[src/rtl/vmc_pkg.sv]
package vmc_pkg;
    localparam int MODE_W = 3;
    localparam int CLR_W  = 3;

    localparam logic [MODE_W-1:0] CODE_ALT   = 3'b001;
    localparam logic [MODE_W-1:0] CODE_HICOL = 3'b010;
    localparam logic [MODE_W-1:0] CODE_HIRES = 3'b110;

    typedef enum logic [1:0] {
        VM_STD   = 2'd0,
        VM_ALT   = 2'd1,
        VM_HICOL = 2'd2,
        VM_HIRES = 2'd3
    } vmode_e;

    localparam int NUM_MODES = 4;

    // stored byte, MSB first: spare, irq block, ink, mode
    typedef struct packed {
        logic              spare;
        logic              irq_block;
        logic [CLR_W-1:0]  ink;
        logic [MODE_W-1:0] mode;
    } ctrl_t;

    localparam int CTRL_W = $bits(ctrl_t);
endpackage

[src/rtl/vmc_sel.sv]
module vmc_sel #(
    parameter int               SEL_W   = 8,
    parameter logic [SEL_W-1:0] SEL_VAL = '1
) (
    input  logic [SEL_W-1:0] sel_addr_i,
    input  logic             req_i,
    input  logic             wr_i,
    input  logic             rd_i,
    output logic             wr_hit_o,
    output logic             rd_hit_o
);
    logic match;

    always_comb begin
        match    = (sel_addr_i == SEL_VAL);
        wr_hit_o = match && req_i && wr_i;
        rd_hit_o = match && req_i && rd_i;
    end
endmodule

[src/rtl/vmc_mode_dec.sv]
module vmc_mode_dec
    import vmc_pkg::*;
(
    input  logic [MODE_W-1:0]   mode_i,
    input  logic [CLR_W-1:0]    ink_i,
    input  logic [CLR_W-1:0]    border_i,
    output logic [NUM_MODES-1:0] flags_o,
    output logic [CLR_W-1:0]    paper_o,
    output logic [CTRL_W-1:0]   attr_o,
    output logic [CLR_W-1:0]    border_o
);
    vmode_e vm;

    always_comb begin
        unique case (mode_i)
            CODE_ALT:   vm = VM_ALT;
            CODE_HICOL: vm = VM_HICOL;
            CODE_HIRES: vm = VM_HIRES;
            default:    vm = VM_STD;
        endcase
    end

    for (genvar g = 0; g < NUM_MODES; g++) begin : g_flag
        assign flags_o[g] = (vm == vmode_e'(g));
    end

    always_comb begin
        paper_o  = ~ink_i;
        attr_o   = {2'b01, paper_o, ink_i};
        border_o = (vm == VM_HIRES) ? paper_o : border_i;
    end
endmodule

[src/rtl/vmc_rdmux.sv]
module vmc_rdmux #(
    parameter int DATA_W = 8
) (
    input  logic              rd_hit_i,
    input  logic              rb_en_i,
    input  logic [DATA_W-1:0] reg_i,
    input  logic [DATA_W-1:0] float_i,
    output logic [DATA_W-1:0] data_o
);
    always_comb begin
        data_o = (rd_hit_i && rb_en_i) ? reg_i : float_i;
    end
endmodule

[src/rtl/vmc_port.sv]
module vmc_port
    import vmc_pkg::*;
#(
    parameter int               ADDR_W  = 16,
    parameter int               SEL_W   = 8,
    parameter logic [SEL_W-1:0] SEL_VAL = '1
) (
    input  logic              clk,
    input  logic              rst_n,
    input  logic [ADDR_W-1:0] addr_i,
    input  logic              io_req_i,
    input  logic              io_wr_i,
    input  logic              io_rd_i,
    input  logic [CTRL_W-1:0] wr_data_i,
    input  logic              rb_en_i,
    input  logic [CTRL_W-1:0] float_i,
    output logic [CTRL_W-1:0] rd_data_o,
    input  logic              irq_i,
    output logic              irq_o,
    input  logic [CLR_W-1:0]  border_i,
    output logic [CLR_W-1:0]  border_o,
    output logic              mode_std_o,
    output logic              mode_alt_o,
    output logic              mode_hicol_o,
    output logic              mode_hires_o,
    output logic [CLR_W-1:0]  ink_o,
    output logic [CLR_W-1:0]  paper_o,
    output logic [CTRL_W-1:0] attr_o
);
    localparam int HI_W = ADDR_W - SEL_W;

    ctrl_t st_d, st_q;
    logic  wr_hit, rd_hit;
    logic [NUM_MODES-1:0] flags;
    logic  unused_hi;

    assign unused_hi = ^addr_i[ADDR_W-1:ADDR_W-HI_W];

    vmc_sel #(.SEL_W(SEL_W), .SEL_VAL(SEL_VAL)) u_sel (
        .sel_addr_i (addr_i[SEL_W-1:0]),
        .req_i      (io_req_i),
        .wr_i       (io_wr_i),
        .rd_i       (io_rd_i),
        .wr_hit_o   (wr_hit),
        .rd_hit_o   (rd_hit)
    );

    always_comb begin
        st_d = st_q;
        if (wr_hit) begin
            st_d = ctrl_t'(wr_data_i);
        end
    end

    always_ff @(posedge clk) begin
        if (!rst_n) begin
            st_q <= '0;
        end else begin
            st_q <= st_d;
        end
    end

    vmc_mode_dec u_dec (
        .mode_i   (st_q.mode),
        .ink_i    (st_q.ink),
        .border_i (border_i),
        .flags_o  (flags),
        .paper_o  (paper_o),
        .attr_o   (attr_o),
        .border_o (border_o)
    );

    assign mode_std_o   = flags[VM_STD];
    assign mode_alt_o   = flags[VM_ALT];
    assign mode_hicol_o = flags[VM_HICOL];
    assign mode_hires_o = flags[VM_HIRES];
    assign ink_o        = st_q.ink;
    assign irq_o        = irq_i & ~st_q.irq_block;

    vmc_rdmux #(.DATA_W(CTRL_W)) u_rd (
        .rd_hit_i (rd_hit),
        .rb_en_i  (rb_en_i),
        .reg_i    (st_q),
        .float_i  (float_i),
        .data_o   (rd_data_o)
    );

    AST_WR_LATCH: assert property (@(posedge clk) disable iff (!rst_n)
        wr_hit |=> (st_q == $past(wr_data_i)));
    AST_HOLD_NO_HIT: assert property (@(posedge clk) disable iff (!rst_n)
        !wr_hit |=> $stable(st_q));
    AST_ONE_MODE: assert property (@(posedge clk) disable iff (!rst_n)
        $countones({mode_std_o, mode_alt_o, mode_hicol_o, mode_hires_o}) == 1);
    AST_IRQ_BLOCK: assert property (@(posedge clk) disable iff (!rst_n)
        st_q.irq_block |-> !irq_o);
    AST_BORDER_HIRES: assert property (@(posedge clk) disable iff (!rst_n)
        mode_hires_o |-> (border_o == ~ink_o));
    AST_FLOAT_NO_RB: assert property (@(posedge clk) disable iff (!rst_n)
        !rb_en_i |-> (rd_data_o == float_i));
endmodule

[config.mk]
export PLATFORM = sky130hd
export DESIGN_NAME = vmc_port
export DESIGN_NICKNAME = d
export VERILOG_FILES = /design/src/rtl/vmc_pkg.sv /design/src/rtl/vmc_sel.sv /design/src/rtl/vmc_mode_dec.sv /design/src/rtl/vmc_rdmux.sv /design/src/rtl/vmc_port.sv
export SDC_FILE = /design/constraint.sdc
export NUM_CORES = 1
export LEC_CHECK = 0
export CORE_MARGIN = 2
export CORE_UTILIZATION = 45
export CTS_BUF_LIST = sky130_fd_sc_hd__clkbuf_4
export DETAILED_ROUTE_END_ITERATION = 8
export DONT_BUFFER_PORTS = 1
export GPL_TIMING_DRIVEN = 0
export SYNTH_ARGS = -nofsm -noshare
export SYNTH_HDL_FRONTEND = slang
export SYNTH_HIERARCHICAL = 1
export SYNTH_SLANG_ARGS = --single-unit
export TNS_END_PERCENT = 50
[constraint.sdc]
create_clock -name clk -period 1.3 [get_ports clk]
set_input_delay 0.13 -clock clk [delete_from_list [all_inputs] [get_ports clk]]
set_output_delay 0.13 -clock clk [all_outputs]
set_load 0.03 [all_outputs]
==> flow_summary_export.csv <==
group,metric,value,unit
outcome,run_status,"finished with violations",
outcome,violations,"negative setup slack",
worst_hold_path,hold_path.class,"in2reg",
clocking,maximum_buffer_depth_of_the_clock_tree,2,
yosys,syn_avg_cell_area,9.55,um2
floorplanning,die-area,1720,um2
setup_path,r2r_start,"st_q[1]",
timing,max_slew_margin,62.2,%
yosys,postSynth.asyncResetShare,0,%
global_routing,track_usage,13.8,%
pwr,power.sequential.fraction,46.9,%
drt,route.detailed.drc,0,
clocking,cts_made_buffers,3,
pwr,p_int,0.000374,W
pwr,pwr-share-clk,35.8,%
setup_path,crit_family,"simple AND/OR/NAND/NOR gates",
setup_path,critical_path_arrival,1.19,ns
drt,first_iter_violations,0,
layout,nFillCells,122,
timing,max_freq,758,MHz
drt,drtAntennaViolNets,0,
yosys,synthTopCellsByCount,"sky130_fd_sc_hd__buf_4 (11), sky130_fd_sc_hd__nor2b_1 (9), sky130_fd_sc_hd__dfxtp_1 (8), sky130_fd_sc_hd__mux2_2 (8), sky130_fd_sc_hd__mux2i_1 (8)",
timing,worst_slew_pin_slew,0.566,ns
setup_path,cp.required,1.17,ns
pwr,switching_power_as_a_share_of_total_power,26.8,%
floorplanning,row_count,13,
timing,rsz0062_at_grt,"true",
job,max-cap-violations,0,
floorplanning,num_io_pins,72,
yosys,yosysWarningCount,6,
yosys,synth.top_cells.by_area,"sky130_fd_sc_hd__dfxtp_1 (25%), sky130_fd_sc_hd__mux2_2 (14%), sky130_fd_sc_hd__buf_4 (13%)",
timing,fin_tns_setup,-0.0185,ns
setup_path,worst_setup_ep_type,"output port",
clocking,clkSinkCount,8,
yosys,yosys.area.top_type,"sky130_fd_sc_hd__dfxtp_1",
layout,num_antenna_cells,0,
setup_path,cp_max_fo,4,
layout,final_net_count,117,
setup_path,critPathLaunch,"st_q[1]",
floorplanning,initial_core_util,48.5,%
setup_path,worstSetupPathType,"reg2out",
yosys,netlist_area,631,um2
layout,finish.cell_count_without_fillers,88,
timing,final.min_clock_period,1.32,ns
timing,finalWorstSetupSlack,-0.0185,ns
layout,layout-drive-gt1-share,56.2,%
timing,drv_slew,0,
yosys,largest_family_of_logic_cells_by_synthesized_area,"multiplexers",
drt,route.vias.total,464,
timing,finalHoldViolCount,0,
yosys,adder_cell_share_of_the_synthesized_area,0,%
yosys,most_common_cell_in_the_synthesized_netlist,"sky130_fd_sc_hd__buf_4",
clocking,worst_skew_pair.late_latency,0.25,ns
clocking,cts_tree,"done",
setup_path,crit_path_max_incr_delay,0.45,ns
layout,layout-area-overhead-vs-synth,19.6,%
yosys,synth.distinct_cells,16,
setup_path,crit_chain,"nor3b_4 > a21oi_4",
yosys,dominantRegCellSynth,"sky130_fd_sc_hd__dfxtp_1",
worst_hold_path,hold_start,"rst_n",
pwr,vdd.ir_drop.worst,0.611,mV
timing,final-setup-viol-count,1,
global_routing,grt_antenna_before_repair,0,
clocking,clk_pin_slew,0.05,ns
floorplanning,dieHeight,41.4,um
drt,wire_per_inst,13.6,um
global_routing,grt_max_degree,9,
setup_path,timing.critical_path.from_type,"register",
drt,drt_pre_antenna_iters,1,
pwr,power_density,678,nW/um2
yosys,synth_simple_gate_area_share,20.6,%
placed_design,detailed_place_hpwl,949,um
clocking,clk_root_buffer_cell,"sky130_fd_sc_hd__clkbuf_4",
placed_design,place_inst,81,
drt,detail_route.vias_per_cell,5.27,
timing,fin_skew,0,ns
floorplanning,floorplan.core_area,1300,um2
pwr,power_frac_comb,17.3,%
floorplanning,fp.dieW,41.4,um
timing,finalCritPeriodShare,101,%
yosys,synth_compound_area_share,0.794,%
pwr,p_switching,0.000137,W
yosys,synth.yosys.seq_area_share,25.4,%
placed_design,gp_congestion,0.571,
setup_path,critical_path.slowest_cell,"sky130_fd_sc_hd__nor3b_4",
clocking,cts.htree.levels,1,
yosys,synth-edff-count,0,
yosys,ys_ff_latch,8,
yosys,synthCells,66,
pwr,p_leak,0.323,nW
global_routing,grt_first_pass_wirelength,1.88,mm
drt,drt_wl_total,1.20,mm
global_routing,first_global_vias,425,
yosys,mappedNetlistNets,108,
yosys,synth.top_cell.area_share,25.4,%
placed_design,port-buffer-count,0,
yosys,yosys-mux-area-fraction,34.1,%
global_routing,global_route.overflow_total,0,
setup_path,worst-path-buf-inv,0,
yosys,synth_xor_xnor_area_share,0,%
pwr,power,0.000512,W
-- per-stage QoR --
| stage | hold WS [ns] | cell area (um2) | setup WS [ns] | utilization [%] |
|---|---|---|---|---|
| 3_5_place_dp | 0.266 | 654 | -0.0974 | 50.3 |
| 4_1_cts | 0.00302 | 739 | -0.0260 | 56.8 |
| 2_1_floorplan | 0.258 | 636 | -0.0236 | - |
| 5_1_grt | 0.00695 | 754 | -0.0714 | 58.0 |
| 3_3_place_gp | 0.260 | 654 | -0.0981 | 50.3 |
| 6_report | 0.00949 | 754 | -0.0185 | 58.0 |
-- cells in the final DEF (no fill, tap or decap), drive strengths merged --
cell,instances
buf,15
mux2,11
nor2b,9
mux2i,8
dfxtp,8
inv,5
clkbuf,3
nand4,3
nor3b,2
conb,2
nand2,2
nor3,2
dlygate4sd3,1
nand3b,1
a21oi,1
-- per-layer routing --
metal | wire length, um | global-route usage [%]
met2 | 619 | 25.6
met5 | 0 | 0
met4 | 0 | 1.94
met1 | 423 | 13.0
met3 | 158 | 8.26
-- flip-flops by register name, summed over array words and instances, names as in the netlist --
signal	cells
ink_o	3
st_q	5
-- cells by family after synthesis --
kind of cell    Yosys count
compound gates            1
buf+inv                  17
flops                     8
mux                      19
other cells               2
simple gates             19
-- worst reg2reg max path, cell delays in order (launching register included) --
cell	delay, ns
sky130_fd_sc_hd__dfxtp_4	0.36
sky130_fd_sc_hd__buf_4	0.15
sky130_fd_sc_hd__mux2i_1	0.12
sky130_fd_sc_hd__nor2b_1	0.05
-- power groups by stage --
stage                     registers [W]   logic, W  clock network (W)
after detailed placement       0.000251  0.0000852                  0
after floorplan                0.000251  0.0000830                  0
final                          0.000240  0.0000887           0.000183
after CTS                      0.000239  0.0000857           0.000193
after global routing           0.000239  0.0000932           0.000210
after global placement         0.000251  0.0000852                  0
-- path summary, 6_finish.rpt --
| check | end | slack [ns] | cells past startpoint |
|---|---|---|---|
| max reg2reg | st_q[1] | 0.51 | 3 |
| min reg2reg | st_q[7] | 0.51 | 2 |
| max | mode_std_o | -0.02 | 2 |
| min | st_q[1] | 0.009 | 1 |
-- area by class of cell --
cell class                 instances  area, um2  area share, %
buffer                            12       93.8           12.4
clock buffer                       3       22.5           2.99
inverter                           5       18.8           2.49
multi-input combinational         41        397           52.6
sequential                         8        171           22.7
tap                               15       18.8           2.49
timing repair buffer               4       32.5           4.31
-- what timing repair did --
item                                    4_1_cts  5_1_grt
pin swaps                                     1        1
setup buffers                                 3        0
hold buffers                                  0        1
endpoints found under the setup margin        6       13
hold endpoints to repair                      0        2
gates resized for setup                      14        1
(Power assumes the default switching activity.)
